===== src/rtl/inj_pkg.sv =====
`timescale 1ns/1ps
package inj_pkg;
  typedef enum logic [2:0] {
    ST_IDLE = 3'd0,
    ST_HDR  = 3'd1,
    ST_BODY = 3'd2,
    ST_PAD  = 3'd3,
    ST_CRC  = 3'd4
  } inj_state_e;

  typedef struct packed {
    logic [31:0] data;
    logic        sof;
    logic        eof;
    logic [1:0]  vld;
  } inj_word_t;

  localparam int HDR_WORDS = 4;
endpackage


===== src/rtl/inj_hdr_pack.sv =====
`timescale 1ns/1ps
module inj_hdr_pack #(
  parameter int DST_W = 12,
  parameter int VID_W = 12,
  parameter logic [7:0] CPUQ_MASK = 8'h00
) (
  input  logic             clk,
  input  logic             rst,
  input  logic             cap_en,
  input  logic [DST_W-1:0] dst_mask,
  input  logic             tag_s,
  input  logic [VID_W-1:0] vid,
  input  logic             bypass,
  input  logic             no_rewrite,
  input  logic [1:0]       word_idx,
  output logic [31:0]      word
);
  import inj_pkg::*;

  logic [DST_W-1:0] mask_q;
  logic [VID_W-1:0] vid_q;
  logic             tag_q, byp_q, norw_q;
  logic [127:0]     hdr;
  logic [31:0]      words [HDR_WORDS];

  always_ff @(posedge clk) begin
    if (rst) begin
      mask_q <= '0;
      vid_q  <= '0;
      tag_q  <= 1'b0;
      byp_q  <= 1'b0;
      norw_q <= 1'b0;
    end else if (cap_en) begin
      mask_q <= dst_mask;
      vid_q  <= vid;
      tag_q  <= tag_s;
      byp_q  <= bypass;
      norw_q <= no_rewrite;
    end
  end

  always_comb begin
    hdr                  = '0;
    hdr[127]             = byp_q;
    hdr[56 +: DST_W]     = mask_q;
    hdr[29:28]           = {2{norw_q}};
    hdr[27:20]           = CPUQ_MASK;
    hdr[16]              = tag_q;
    hdr[0 +: VID_W]      = vid_q;
  end

  for (genvar i = 0; i < HDR_WORDS; i++) begin : g_word
    assign words[i] = hdr[(HDR_WORDS-1-i)*32 +: 32];
  end

  assign word = words[word_idx];
endmodule


===== src/rtl/inj_seq.sv =====
`timescale 1ns/1ps
module inj_seq #(
  parameter int CELL_BYTES = 64
) (
  input  logic                clk,
  input  logic                rst,
  input  logic                q_fifo_rdy,
  input  logic                q_wmark,
  input  logic                ctl_wr,
  input  logic                ctl_sof,
  input  logic                ctl_eof,
  input  logic [1:0]          ctl_vld_bytes,
  input  logic                data_wr,
  input  logic [31:0]         data_in,
  input  logic [31:0]         hdr_word,
  output logic [1:0]          hdr_idx,
  output logic                hdr_cap,
  output logic                nxt_valid,
  output inj_pkg::inj_word_t  nxt_word,
  output logic                ready,
  output logic                proto_err
);
  import inj_pkg::*;

  localparam int CELL_WORDS = CELL_BYTES / 4;
  localparam int CW = $clog2(CELL_WORDS + 1);
  localparam logic [CW-1:0] CELL_N = CW'(CELL_WORDS);

  inj_state_e    st, st_n;
  logic [1:0]    hidx_q, hidx_n;
  logic [CW-1:0] wcnt_q, wcnt_n, cnt_after;
  logic [1:0]    vld_q, vld_n;
  logic          sof_ok, eof_ok, dat_ok, bad_wr, q_ok;

  assign q_ok   = q_fifo_rdy && !q_wmark;
  assign sof_ok = ctl_wr && ctl_sof && (st == ST_IDLE) && ready;
  assign eof_ok = ctl_wr && ctl_eof && (st == ST_BODY);
  assign dat_ok = data_wr && (st == ST_BODY);
  assign bad_wr = data_wr && (st != ST_BODY);
  assign cnt_after = (dat_ok && wcnt_q != CELL_N) ? wcnt_q + 1'b1 : wcnt_q;
  assign hdr_idx = hidx_q;
  assign hdr_cap = sof_ok;

  always_comb begin
    st_n      = st;
    hidx_n    = hidx_q;
    wcnt_n    = wcnt_q;
    vld_n     = vld_q;
    nxt_valid = 1'b0;
    nxt_word  = '0;
    unique case (st)
      ST_IDLE: begin
        if (sof_ok) begin
          st_n   = ST_HDR;
          hidx_n = 2'd0;
          wcnt_n = '0;
          vld_n  = 2'd0;
        end
      end
      ST_HDR: begin
        nxt_valid     = 1'b1;
        nxt_word.data = hdr_word;
        nxt_word.sof  = (hidx_q == 2'd0);
        hidx_n        = hidx_q + 2'd1;
        if (hidx_q == 2'(HDR_WORDS - 1)) st_n = ST_BODY;
      end
      ST_BODY: begin
        if (dat_ok) begin
          nxt_valid     = 1'b1;
          nxt_word.data = data_in;
        end
        wcnt_n = cnt_after;
        if (eof_ok) begin
          if (cnt_after < CELL_N) begin
            vld_n = 2'd0;
            st_n  = ST_PAD;
          end else begin
            vld_n = ctl_vld_bytes;
            st_n  = ST_CRC;
          end
        end
      end
      ST_PAD: begin
        nxt_valid = 1'b1;
        wcnt_n    = wcnt_q + 1'b1;
        if (wcnt_q + 1'b1 >= CELL_N) st_n = ST_CRC;
      end
      ST_CRC: begin
        nxt_valid    = 1'b1;
        nxt_word.eof = 1'b1;
        nxt_word.vld = vld_q;
        st_n         = ST_IDLE;
      end
      default: st_n = ST_IDLE;
    endcase
  end

  always_ff @(posedge clk) begin
    if (rst) begin
      st        <= ST_IDLE;
      hidx_q    <= '0;
      wcnt_q    <= '0;
      vld_q     <= '0;
      ready     <= 1'b0;
      proto_err <= 1'b0;
    end else begin
      st     <= st_n;
      hidx_q <= hidx_n;
      wcnt_q <= wcnt_n;
      vld_q  <= vld_n;
      ready  <= ((st_n == ST_IDLE) && q_ok) || (st_n == ST_BODY);
      if (bad_wr) proto_err <= 1'b1;
    end
  end

  // error flag never clears outside reset
  a_r9_err_sticky: assert property (@(posedge clk) disable iff (rst)
    proto_err |=> proto_err);
  // no ready while the block emits its own words
  a_r10_busy_not_ready: assert property (@(posedge clk) disable iff (rst)
    (st == ST_HDR || st == ST_PAD || st == ST_CRC) |-> !ready);
  // padding never runs past one cell
  a_r5_pad_bound: assert property (@(posedge clk) disable iff (rst)
    (st == ST_PAD) |-> (wcnt_q < CELL_N));
  // body always ready
  a_r10_body_ready: assert property (@(posedge clk) disable iff (rst)
    (st == ST_BODY) |-> ready);
endmodule


===== src/rtl/inj_out_reg.sv =====
`timescale 1ns/1ps
module inj_out_reg (
  input  logic               clk,
  input  logic               rst,
  input  logic               nxt_valid,
  input  inj_pkg::inj_word_t nxt_word,
  output logic               out_valid,
  output logic [31:0]        out_data,
  output logic               out_sof,
  output logic               out_eof,
  output logic [1:0]         out_vld_bytes
);
  always_ff @(posedge clk) begin
    if (rst) begin
      out_valid     <= 1'b0;
      out_data      <= '0;
      out_sof       <= 1'b0;
      out_eof       <= 1'b0;
      out_vld_bytes <= '0;
    end else begin
      out_valid     <= nxt_valid;
      out_data      <= nxt_valid ? nxt_word.data : 32'd0;
      out_sof       <= nxt_valid && nxt_word.sof;
      out_eof       <= nxt_valid && nxt_word.eof;
      out_vld_bytes <= nxt_valid ? nxt_word.vld : 2'd0;
    end
  end

  // first header word is a valid word and is followed by more header
  a_r2_sof_then_valid: assert property (@(posedge clk) disable iff (rst)
    out_sof |=> (out_valid && !out_sof));
  // the end word is the zero CRC placeholder
  a_r6_eof_zero: assert property (@(posedge clk) disable iff (rst)
    out_eof |-> (out_valid && out_data == 32'd0));
  // start and end never on the same word
  a_r6_marks_apart: assert property (@(posedge clk) disable iff (rst)
    $onehot0({out_sof, out_eof}));
endmodule


===== src/rtl/cpu_inj_framer.sv =====
`timescale 1ns/1ps
module cpu_inj_framer #(
  parameter int DST_W      = 12,
  parameter int VID_W      = 12,
  parameter int CELL_BYTES = 64,
  parameter logic [7:0] CPUQ_MASK = 8'h00
) (
  input  logic             clk,
  input  logic             rst,
  input  logic             q_fifo_rdy,
  input  logic             q_wmark,
  input  logic             ctl_wr,
  input  logic             ctl_sof,
  input  logic             ctl_eof,
  input  logic [1:0]       ctl_vld_bytes,
  input  logic             data_wr,
  input  logic [31:0]      data_in,
  input  logic [DST_W-1:0] hdr_dst_mask,
  input  logic             hdr_tag_s,
  input  logic [VID_W-1:0] hdr_vid,
  input  logic             hdr_bypass,
  input  logic             hdr_no_rewrite,
  output logic             inj_ready,
  output logic             proto_err,
  output logic             out_valid,
  output logic [31:0]      out_data,
  output logic             out_sof,
  output logic             out_eof,
  output logic [1:0]       out_vld_bytes
);
  import inj_pkg::*;

  logic        hdr_cap, nxt_valid;
  logic [1:0]  hdr_idx;
  logic [31:0] hdr_word;
  inj_word_t   nxt_word;

  inj_hdr_pack #(.DST_W(DST_W), .VID_W(VID_W), .CPUQ_MASK(CPUQ_MASK)) u_hdr (
    .clk(clk), .rst(rst), .cap_en(hdr_cap),
    .dst_mask(hdr_dst_mask), .tag_s(hdr_tag_s), .vid(hdr_vid),
    .bypass(hdr_bypass), .no_rewrite(hdr_no_rewrite),
    .word_idx(hdr_idx), .word(hdr_word)
  );

  inj_seq #(.CELL_BYTES(CELL_BYTES)) u_seq (
    .clk(clk), .rst(rst), .q_fifo_rdy(q_fifo_rdy), .q_wmark(q_wmark),
    .ctl_wr(ctl_wr), .ctl_sof(ctl_sof), .ctl_eof(ctl_eof),
    .ctl_vld_bytes(ctl_vld_bytes), .data_wr(data_wr), .data_in(data_in),
    .hdr_word(hdr_word), .hdr_idx(hdr_idx), .hdr_cap(hdr_cap),
    .nxt_valid(nxt_valid), .nxt_word(nxt_word),
    .ready(inj_ready), .proto_err(proto_err)
  );

  inj_out_reg u_out (
    .clk(clk), .rst(rst), .nxt_valid(nxt_valid), .nxt_word(nxt_word),
    .out_valid(out_valid), .out_data(out_data), .out_sof(out_sof),
    .out_eof(out_eof), .out_vld_bytes(out_vld_bytes)
  );

  // a frame only starts from a start write seen while ready
  a_r8_sof_needs_ready: assert property (@(posedge clk) disable iff (rst)
    $rose(out_sof) |-> $past(inj_ready, 2));
endmodule


===== config.mk =====
export PLATFORM = sky130hd
export DESIGN_NAME = cpu_inj_framer
export DESIGN_NICKNAME = d
export VERILOG_FILES = /design/src/rtl/inj_pkg.sv /design/src/rtl/inj_hdr_pack.sv /design/src/rtl/inj_seq.sv /design/src/rtl/inj_out_reg.sv /design/src/rtl/cpu_inj_framer.sv
export SDC_FILE = /design/constraint.sdc
export NUM_CORES = 1
export LEC_CHECK = 0
export BUFFER_PORTS_ARGS = -buffer_cell sky130_fd_sc_hd__buf_4
export CAP_MARGIN = 10
export CORE_MARGIN = 2
export CORE_UTILIZATION = 53
export CTS_CLUSTER_SIZE = 16
export DETAILED_ROUTE_END_ITERATION = 12
export PLACE_DENSITY_LB_ADDON = 0.25
export SLEW_MARGIN = 20
export SYNTH_ARGS = -nofsm -noshare
export SYNTH_HDL_FRONTEND = slang
export SYNTH_SLANG_ARGS = --single-unit
export TNS_END_PERCENT = 30

===== constraint.sdc =====
create_clock -name clk -period 3 [get_ports clk]
set_input_delay 0.6 -clock clk [delete_from_list [all_inputs] [get_ports clk]]
set_output_delay 0.6 -clock clk [all_outputs]
set_load 0.005 [all_outputs]

# --- Yosys cells after proc, flatten, opt, wreduce, memory -nomap -nowiden ---
# Index checks and enable logic that the tools add are counted.
op_classes:
  reduce_logical: 26
  magnitude_cmp: 3
  eq_ne: 10
  n_bitwise: 3
  n_mux: 23
  n_addsub: 2
op_table:
  columns: ["op", "n"]
  rows:
  - ["32-bit two-way mux", 3]
  - ["32-bit binary-select mux with 2-bit select", 1]
  - ["32-bit case mux with 2 select lines", 1]
  - ["3-bit two-way mux", 6]
  - ["5-bit case mux with 3 select lines", 1]
  - ["1-bit logical AND", 12]
  - ["3-bit case mux with 4 select lines", 1]
  - ["5-bit two-way mux", 2]
  - ["3-bit by 2-bit equality test with 1-bit output (second input constant)", 3]
  - ["2-bit case mux with 2 select lines", 2]
  - ["3-bit logical NOT", 2]
  - ["2-bit two-way mux", 3]
  - ["3-bit OR reduction", 2]
  - ["5-bit by 1-bit adder with 5-bit output (second input constant)", 1]
  - ["5-bit >= comparator (second input constant)", 1]
  - ["5-bit < comparator (second input constant)", 1]
  - ["5-bit inequality test (second input constant)", 1]
  - ["2-bit AND reduction", 2]
  - ["2-bit nonzero test", 2]
  - ["3-bit by 1-bit equality test with 1-bit output (second input constant)", 1]
  - ["3-bit equality test (second input constant)", 1]
  - ["3-bit >= comparator (second input constant)", 1]
  - ["3-bit by 2-bit inequality test with 1-bit output (second input constant)", 1]
  - ["2-bit inverter with 3-bit output", 1]
  - ["13 further kinds", 15]
word_totals:
  regBits: 78
  wordCells: 83
  in_bits: 69
  out_inout_bits: 39

# --- Depth between registers and ports, before layout ---
# Gate-level depths: netlist of the first run.
depth:
  ltp_word: 11
  mapped_depth: 7

# --- By module ---
# A second synthesis of the first run with hierarchy kept.
hier_totals:
  hier_cells: 357
  hier_area_um2: 3659.8
modules_own_cells:
  columns: ["mod", "seq_area_each_um2", "cells_per_inst", "instances", "area_per_inst_um2"]
  rows:
  - ["inj_hdr_pack", 540.5, 132, 1, 1287.5]
  - ["inj_seq", 280.3, 145, 1, 1252.5]
  - ["inj_out_reg", 740.7, 80, 1, 1119.8]

# --- Worst setup path before layout of the first run ---
# No wires, ideal clock.
synth_timing:
  path_kind: "input -> register"
  start: "input ctl_sof"
  end: "register u_seq.ready"
  arrival_time_ns: 1.655
  n_path_buf: 0
  t_required_ns: 2.919
  path_stages: 4
  path_slack_ns: 1.264
  path_cell_list: "and4b_1 a32o_2 or4b_1 a41oi_1"
synth_between:
  elab_chain_cells: 8
  word_cells_on_any_way: 9
synth_rtl:
  columns: ["item", "line_no", "rtl"]
  rows:
  - ["start: declaration", "cpu_inj_framer.sv:13", "input logic ctl_sof,"]
  - ["1-bit logical AND (*) (3 in a row)", "inj_seq.sv:36", "assign sof_ok = ctl_wr && ctl_sof && (st == ST_IDLE) && ready;"]
  - ["3-bit two-way mux (*)", "inj_seq.sv:53", "if (sof_ok) begin"]
  - ["3-bit case mux with 4 select lines (*)", "inj_seq.sv:51", "unique case (st)"]
  - ["3-bit logical NOT", "inj_seq.sv:111", "ready <= ((st_n == ST_IDLE) && q_ok) || (st_n == ST_BODY);"]
  - ["1-bit logical AND", "inj_seq.sv:111", null]
  - ["1-bit logical OR (*)", "inj_seq.sv:111", null]
  - ["end signal: assignment", "inj_seq.sv:111", null]
  - ["end: declaration", "inj_seq.sv:20", "output logic ready,"]
# Every way passes the cells marked *; elsewhere a longest branch is shown, timed or not.
# A chain may end at the register's enable or synchronous reset.

# --- Final worst setup path of the first run ---
layout_timing:
  start: "register u_seq.st[1]"
  end: "register u_out.out_data[29]"
layout_between:
  elab_chain_cells: 6
  word_cells_on_any_way: 12
layout_rtl:
  columns: ["item", "line_no", "rtl"]
  rows:
  - ["start: declaration", "inj_seq.sv:29", "inj_state_e st, st_n;"]
  - ["start signal: assignment", "inj_seq.sv:107", "st <= st_n;"]
  - ["3-bit by 2-bit equality test with 1-bit output", "inj_seq.sv:38, inj_seq.sv:51", null]
  - ["1-bit logical AND", "inj_seq.sv:38", "assign dat_ok = data_wr && (st == ST_BODY);"]
  - ["1-bit two-way mux", "inj_seq.sv:68", "if (dat_ok) begin"]
  - ["1-bit case mux with 2 select lines", "inj_seq.sv:51", null]
  - ["1-bit inverter (no source line)", null, null]
  - ["2-bit OR reduction (no source line)", null, null]
  - ["end signal: assignment", "inj_out_reg.sv:22", "out_data <= nxt_valid ? nxt_word.data : 32'd0;"]
  - ["end: declaration", "inj_out_reg.sv:8", "output logic [31:0] out_data,"]
# Several ways; a longest one is shown, not always the timed one.

==> metrics.md, run 1 <==
| Metric | Value |
|---|---|
| Status | `finished, final reports clean` |
| Synth Register Bits | `78` |
| Vias in the first global route | `2466` |
| Syn Area/Cell | `around 9.0 µm²` |
| Largest net degree at the start of global routing | `47` |
| Top area cells in the synthesized netlist | `dfxtp_1, nand2_1, a21oi_1, a22oi_1, nor2_1` |
| Number of DRC markers in iteration 0 | `between 200 and 250` |
| Synth Instances | `339` |
| Pwr Density | `~490 nW/µm²` |
| Boundary Pins | `108` |
| First-pass GRT wire length | `11000 µm` |
| Area of the multi-input gates | `1350 µm²` |
| CORE AREA | `~5500 µm²` |
| RSZ-0062 raised after global routing | `false` |
| Clk_lat worst skew | `0.34 ns` |
| Final Setup Violations | `0` |
| Hold-fix buffers, CTS | `0` |
| Hold WC Path Type | `input port to flop` |
| Reg area | `1560 µm²` |
| Worst VDD drop | `about 360 µV` |
| WL/cell | `approximately 14 µm` |
| Gpl congestion | `around 0.81` |
| Post-route ant nets | `0` |
| Fmax | `473 MHz` |
| Nets | `511` |
| CP bufs+invs | `1` |
| Final Max Tran Viols | `0` |
| Post-CTS sizing | `0` |
| Max Cap Viol | `0` |
| Aggregate global-route resource usage | `0.222` |
| Relative slew slack | `0.460` |
| PortBufs | `roughly 110` |
| Initial antenna violation count | `0` |
| Vias | `2680` |
| Antenna cells | `0` |
| Worst Tran Pin Value | `0.808 ns` |
| Area Overhead vs Synth | `33.2%` |
| Clock slew at reported path FFs | `about 0.080 ns` |
| EDFF count, synth | `0` |
| Ys flop type | `dfxtp_1` |
| Post-synth top area share | `0.513` |
| Netlist cell types | `48` |
| Design area | `around 4000 µm²` |
| Die Y | `79.8 µm` |
| FFs w/ async S/R, synth | `0` |
| Setup crit end kind | `flop` |
| Fraction of layout instances using a drive strength above 1 | `0.302` |
| Cell-by-cell trace of the critical path | `or3b_4, nor2_2, buf_4, a22oi_1, a21oi_1` |
| Clock skew | `0.0103 ns` |
| Num rows | `27` |
| Crit Path Max Fanout | `13` |
| Worst path slowest cell | `dfxtp_1` |
| CP top delay family | `simple AND/OR/NAND/NOR gates` |
| First-pass detailed-route iteration total | `4` |
| Yosys synthesis warning count | `0` |
| H-tree depth | `3` |
| Tcrit/Tclk final | `0.705` |
| Drt via density | `about 5.2` |
| Total clock sinks | `a little under 80` |
| Sum Neg Setup Slack | `0 ns` |
| Die area | `6370 µm²` |
| Yosys top cell by area | `dfxtp_1` |
| DP Area | `3840 µm²` |
| CTS Buf Count | `9` |
| CP peak stage delay | `0.59 ns` |
| Filler instances | `between 400 and 500` |
| Crit path DAT | `2.37 ns` |
| Leakage power | `0.00164 µW` |
| Final min period | `2.11 ns` |
| Residual DRC | `0` |
| Type of origin of the critical path | `flop` |
| Dpl hpwl | `5040 µm` |
| Clock root buffer master | `clkbuf_8` |
| Net count after synthesis | `412` |
| Post CTS Setup Buffer Count | `0` |
| Clk buf depth | `2` |
| Final core occ | `0.733` |
| CTS tree | `yes` |
| Final hold violation count | `0` |
| Die X-Extent | `~80 µm` |
| Mapped Area | `around 3000 µm²` |
| Setup Crit Path Kind | `flop to flop` |
| Register area share after synthesis | `0.513` |
| Routed wire length | `7090 µm` |
| Worst endpoint required time | `3.25 ns` |
| Initial Util | `0.550` |
| Gr ovfl total | `0` |
cell usage after synthesis, types with 5 or more instances:
| master | instances |
|---|---|
| nor2_1 | 29 |
| inv_1 | 8 |
| nand3_1 | 6 |
| a22oi_1 | 17 |
| a21oi_1 | 37 |
| mux2i_1 | 6 |
| buf_2 | 7 |
| nand2b_1 | 5 |
| and2_1 | 13 |
| dfxtp_1 | 78 |
| nand2_1 | 64 |
| clkbuf_1 | 10 |
metal layers:
layer  wire length [µm]  vias up  GRT usage  part of all wire
li1                   -     1356          -                 -
met1               3040     1225      0.272              0.43
met2               3480       85      0.369              0.49
met3                448       14     0.0532             0.063
met4                125        0      0.103             0.018
met5                  0        -          0                 0
per-stage QoR:
step | hold WS, ns | total power, µW | instances | worst slack (ns)
floorplan | 0.430 | 1100 | 339 | 1.26
global placement | 0.438 | 1180 | 499 | 0.939
detailed placement | 0.444 | 1180 | 499 | 0.892
CTS | 0.437 | 2010 | 515 | 0.880
global route | 0.440 | 2060 | 515 | 0.747
finish | 0.449 | 2000 | 515 | 0.885
cell usage in the layout (no fill, tap or decap), drive strengths merged, types with 2 or more instances in the layout:
cell and n:
buf 109, dfxtp 78, nand2 64, a21oi 37, nor2 31, a22oi 17, and2 14, clkbuf 11
inv 9, nand3 6, mux2i 6, nor3 6, nand2b 5, a2bb2oi 4, o21ai 4, ha 4
nor3b 3, or3b 3, xnor2 2, o32ai 2, o211a 2, and3 2, a31oi 2, bufinv 2
clkinv 2
final timing paths:
check / cells past startpoint / slack [ns] / start / end
worst min-delay path: 2 / 0.45 / data_in[20] / u_out.out_data[20]
worst min register to register: 2 / 0.46 / u_hdr.vid_q[10] / u_hdr.vid_q[10]
worst max-delay path: 5 / 0.89 / u_seq.st[1] / u_out.out_data[29]
worst max register to register: 5 / 0.89 / u_seq.st[1] / u_out.out_data[29]
report_power, final:
group / leakage, µW / switching (µW) / total [µW] / internal, µW
sequential: 0.000629 / 5.15 / 1050 / 1040
combinational: 0.000899 / 41.0 / 109 / 67.7
clock: 0.000108 / 373 / 846 / 472
state kept, by name, indices dropped and copies added, names as in the netlist, 2 cells and up:
signal	count
u_seq.st	3
u_hdr.mask_q	12
u_hdr.vid_q	12
u_seq.wcnt_q	5
u_out.out_vld_bytes	2
u_out.out_data	32
u_seq.hdr_idx	2
u_seq.vld_q	2
logic make-up (layout without fill, tap and decap cells):
logic type,count (synthesis),count (layout),share of synthesized area
AOI/OAI and AO/OA,77,77,0.162
buffers and inverters,29,133,0.0460
DFF,78,78,0.513
muxes,7,7,0.0234
and+or+nand+nor,142,142,0.234
adders and majority gates,4,4,0.0164
xor gates and xnor gates,2,2,0.00575
area by class of cell:
cell class / instances / area share
Inverter: 8 / 0.00740
Clock inverter: 5 / 0.0203
Clock buffer: 11 / 0.0324
Sequential cell: 78 / 0.385
Multi-Input combinational cell: 232 / 0.331
Timing Repair Buffer: 109 / 0.202
Tap cell: 72 / 0.0222
worst reg2reg max path: cells and delay by family (launching register included):
family                 cells  cell delay [ns]
flip-flops                 1             0.59
AO/OA/AOI/OAI              2             0.32
buffers and inverters      1             0.29
AND/OR/NAND/NOR            2             0.83
No activity file was read; power rests on OpenSTA's default activity.
==> inputs of run 2 (changes only) <==
- ABC_AREA: unset -> 1
- CORE_UTILIZATION: 53 -> 44
- clock period: 3 -> 1.9 ns (I/O delays scaled with it)
==> metrics.md, run 2 <==
| Metric | Value |
|---|---|
| First-pass detailed-route iteration total | `4` |
| EDFF count, synth | `0` |
| Worst VDD drop | `about 400 µV` |
| Max reg flops | `32` |
| Pwr Density | `between 700 and 800 nW/µm²` |
| Pwr Total | `3280 µW` |
| Final hold violation count | `0` |
| Leading cell types in the layout, fill and taps excluded | `buf_4, dfxtp_1, nor2_1` |
| Num rows | `30` |
| Worst Tran Pin Value | `0.436 ns` |
| Antenna cells | `0` |
| Clock root buffer master | `clkbuf_8` |
| CP top delay family | `simple AND/OR/NAND/NOR gates` |
| Die area | `~7700 µm²` |
| Top area cells in the synthesized netlist | `dfxtp_1, nor2_1, nand2_1, o21ai_0, a21oi_1` |
| Total clock sinks | `78` |
| WL/cell | `12.9 µm` |
| Clk_lat worst skew | `0.35 ns` |
| Synth Area in XOR/XNOR | `0.00571` |
| Largest family of logic cells by synthesized area | `simple AND/OR/NAND/NOR gates` |
| Post CTS Setup Buffer Count | `0` |
| CTS Buf Count | `9` |
| Syn Area/Cell | `7.85 µm²` |
| Netlist cell types | `31` |
| Residual DRC | `0` |
| Status | `finished, final reports clean` |
| Final Max Tran Viols | `0` |
| Final min period | `between 1.5 and 2 ns` |
| H-tree depth | `3` |
| Sum Neg Setup Slack | `0 ns` |
| Aggregate global-route resource usage | `0.197` |
| Mapped Area | `3070 µm²` |
| Vias in the first global route | `2522` |
| Synth Area in Adders | `0.0163` |
| Net count after synthesis | `464` |
| Post-route ant nets | `0` |
| Hold WC Path Type | `input port to flop` |
| Routed wire length | `approximately 7500 µm` |
| Max Cap Viol | `0` |
| Clk buf depth | `2` |
| Yosys top cell by area | `dfxtp_1` |
| Relative slew slack | `0.709` |
| CP bufs+invs | `2` |
| Final Setup Violations | `0` |
| Worst path slowest cell | `inv_2` |
| Number of DRC markers in iteration 0 | `approximately 130` |
| Type of origin of the critical path | `flop` |
| Most frequent cells after synthesis | `dfxtp_1, nor2_1, nand2_1` |
| Synth Register Bits | `between 70 and 80` |
| FFs w/ async S/R, synth | `0` |
| Placed Cells | `564` |
| CORE AREA | `6760 µm²` |
| Fmax | `617 MHz` |
| PortBufs | `107` |
| Boundary Pins | `between 100 and 150` |
| DP Area | `3920 µm²` |
| Clock slew at reported path FFs | `0.08 ns` |
| Setup crit end kind | `flop` |
| Cell-by-cell trace of the critical path | `inv_1, nor2_1, nand2_1, inv_2, nand2_1, or2_0, a21oi_1` |
| Gr ovfl total | `0` |
| Vias | `2875` |
| Crit path DAT | `1.91 ns` |
| Dpl hpwl | `5330 µm` |
| Area Overhead vs Synth | `35.3%` |
| Largest registers | `u_out.out_data (32), u_hdr.mask_q (12), u_hdr.vid_q (12)` |
| Gpl congestion | `0.849` |
| RSZ-0062 raised after global routing | `false` |
| Post-synth top area share | `0.509` |
| First-pass GRT wire length | `11800 µm` |
| Worst path most repeated cell | `nand2_1` |
| Initial Util | `0.454` |
| Die X-Extent | `about 88 µm` |
| Post-synthesis compound-gate area fraction | `0.144` |
| Synth Instances | `391` |
| Nets | `around 570` |
| Fin cells | `580` |
| Setup Crit Path Kind | `flop to flop` |
| Commonest non-fill, non-tap cell in the layout | `buf_4` |
| Yosys synthesis warning count | `0` |
| Die Y | `87.5 µm` |
| Post-CTS sizing | `0` |
| Hold-fix buffers, CTS | `0` |
| Drt via density | `4.96` |
| CTS tree | `yes` |
| Initial antenna violation count | `0` |
| Most frequent cell after synthesis | `dfxtp_1` |
| Most flops, register | `u_out.out_data` |
| CP peak stage delay | `0.36 ns` |
| Ys flop type | `dfxtp_1` |
| Post-synthesis simple-gate area fraction | `0.246` |
| Tcrit/Tclk final | `0.853` |
| Register area share after synthesis | `0.509` |
| Clock skew | `0.00521 ns` |
| Mux share of post-synthesis cell area | `0` |
| Largest net degree at the start of global routing | `44` |
| Worst endpoint required time | `between 2 and 2.5 ns` |
| Leakage power | `0.00189 µW` |
| Fraction of layout instances using a drive strength above 1 | `0.292` |
| Crit Path Max Fanout | `25` |
| Design area | `4150 µm²` |
-- run 2: worst register-to-register path, stage by stage, from the launching register on --
cell and delay [ns]:
dfxtp_1 0.35, inv_1 0.10, nor2_1 0.14, nand2_1 0.13, inv_2 0.36, nand2_1 0.13
or2_0 0.23, a21oi_1 0.12
-- run 2: per-layer routing --
layer / wire [µm] / global-route usage
met1: 3310 / 0.262
met5: 0 / 0
met3: 566 / 0.0398
met2: 3460 / 0.303
met4: 144 / 0.0993
-- run 2: area by class of cell --
class / count / area, µm²
fill: 629 / 2610
sequential: 78 / 1560
multi-input combinational: 256 / 1270
timing repair buffer: 114 / 856
clock buffer: 10 / 138
inverter: 36 / 138
tap: 80 / 100
clock inverter: 6 / 92.6
-- run 2: stage by stage --
stage               utilization  hold slack [ns]  setup slack, ns
floorplan                     -            0.405            0.597
global placement          0.580            0.417            0.371
detailed placement        0.580            0.418            0.316
CTS                       0.614            0.229            0.297
global route              0.614            0.234            0.122
finish                    0.614            0.239            0.279
-- run 2: final timing paths --
kind | start | to | slack [ns] | depth (start not counted)
hold reg to reg | u_seq.vld_q[0] | u_out.out_vld_bytes[0] | 0.44 | 2
setup reg to reg | u_seq.st[0] | u_out.out_data[29] | 0.28 | 7
hold / removal | data_in[18] | u_out.out_data[18] | 0.24 | 3
setup / recovery | u_seq.st[0] | u_out.out_data[29] | 0.28 | 7
-- run 2: cells by family after synthesis --
| kind of cell | Yosys count |
|---|---|
| and+or+nand+nor | 167 |
| DFF | 78 |
| AOI/OAI and AO/OA | 83 |
| buffers and inverters | 57 |
| xor gates and xnor gates | 2 |
| adders and majority gates | 4 |
-- run 2: report_power, final --
| group | total [µW] | internal (µW) | switching, µW | leakage, µW |
|---|---|---|---|---|
| Combinational | 193 | 112 | 81.0 | 0.00115 |
| Clock | 1430 | 785 | 642 | 0.000110 |
| Sequential | 1660 | 1650 | 9.87 | 0.000630 |
| Total | 3280 | 2550 | 733 | 0.00189 |
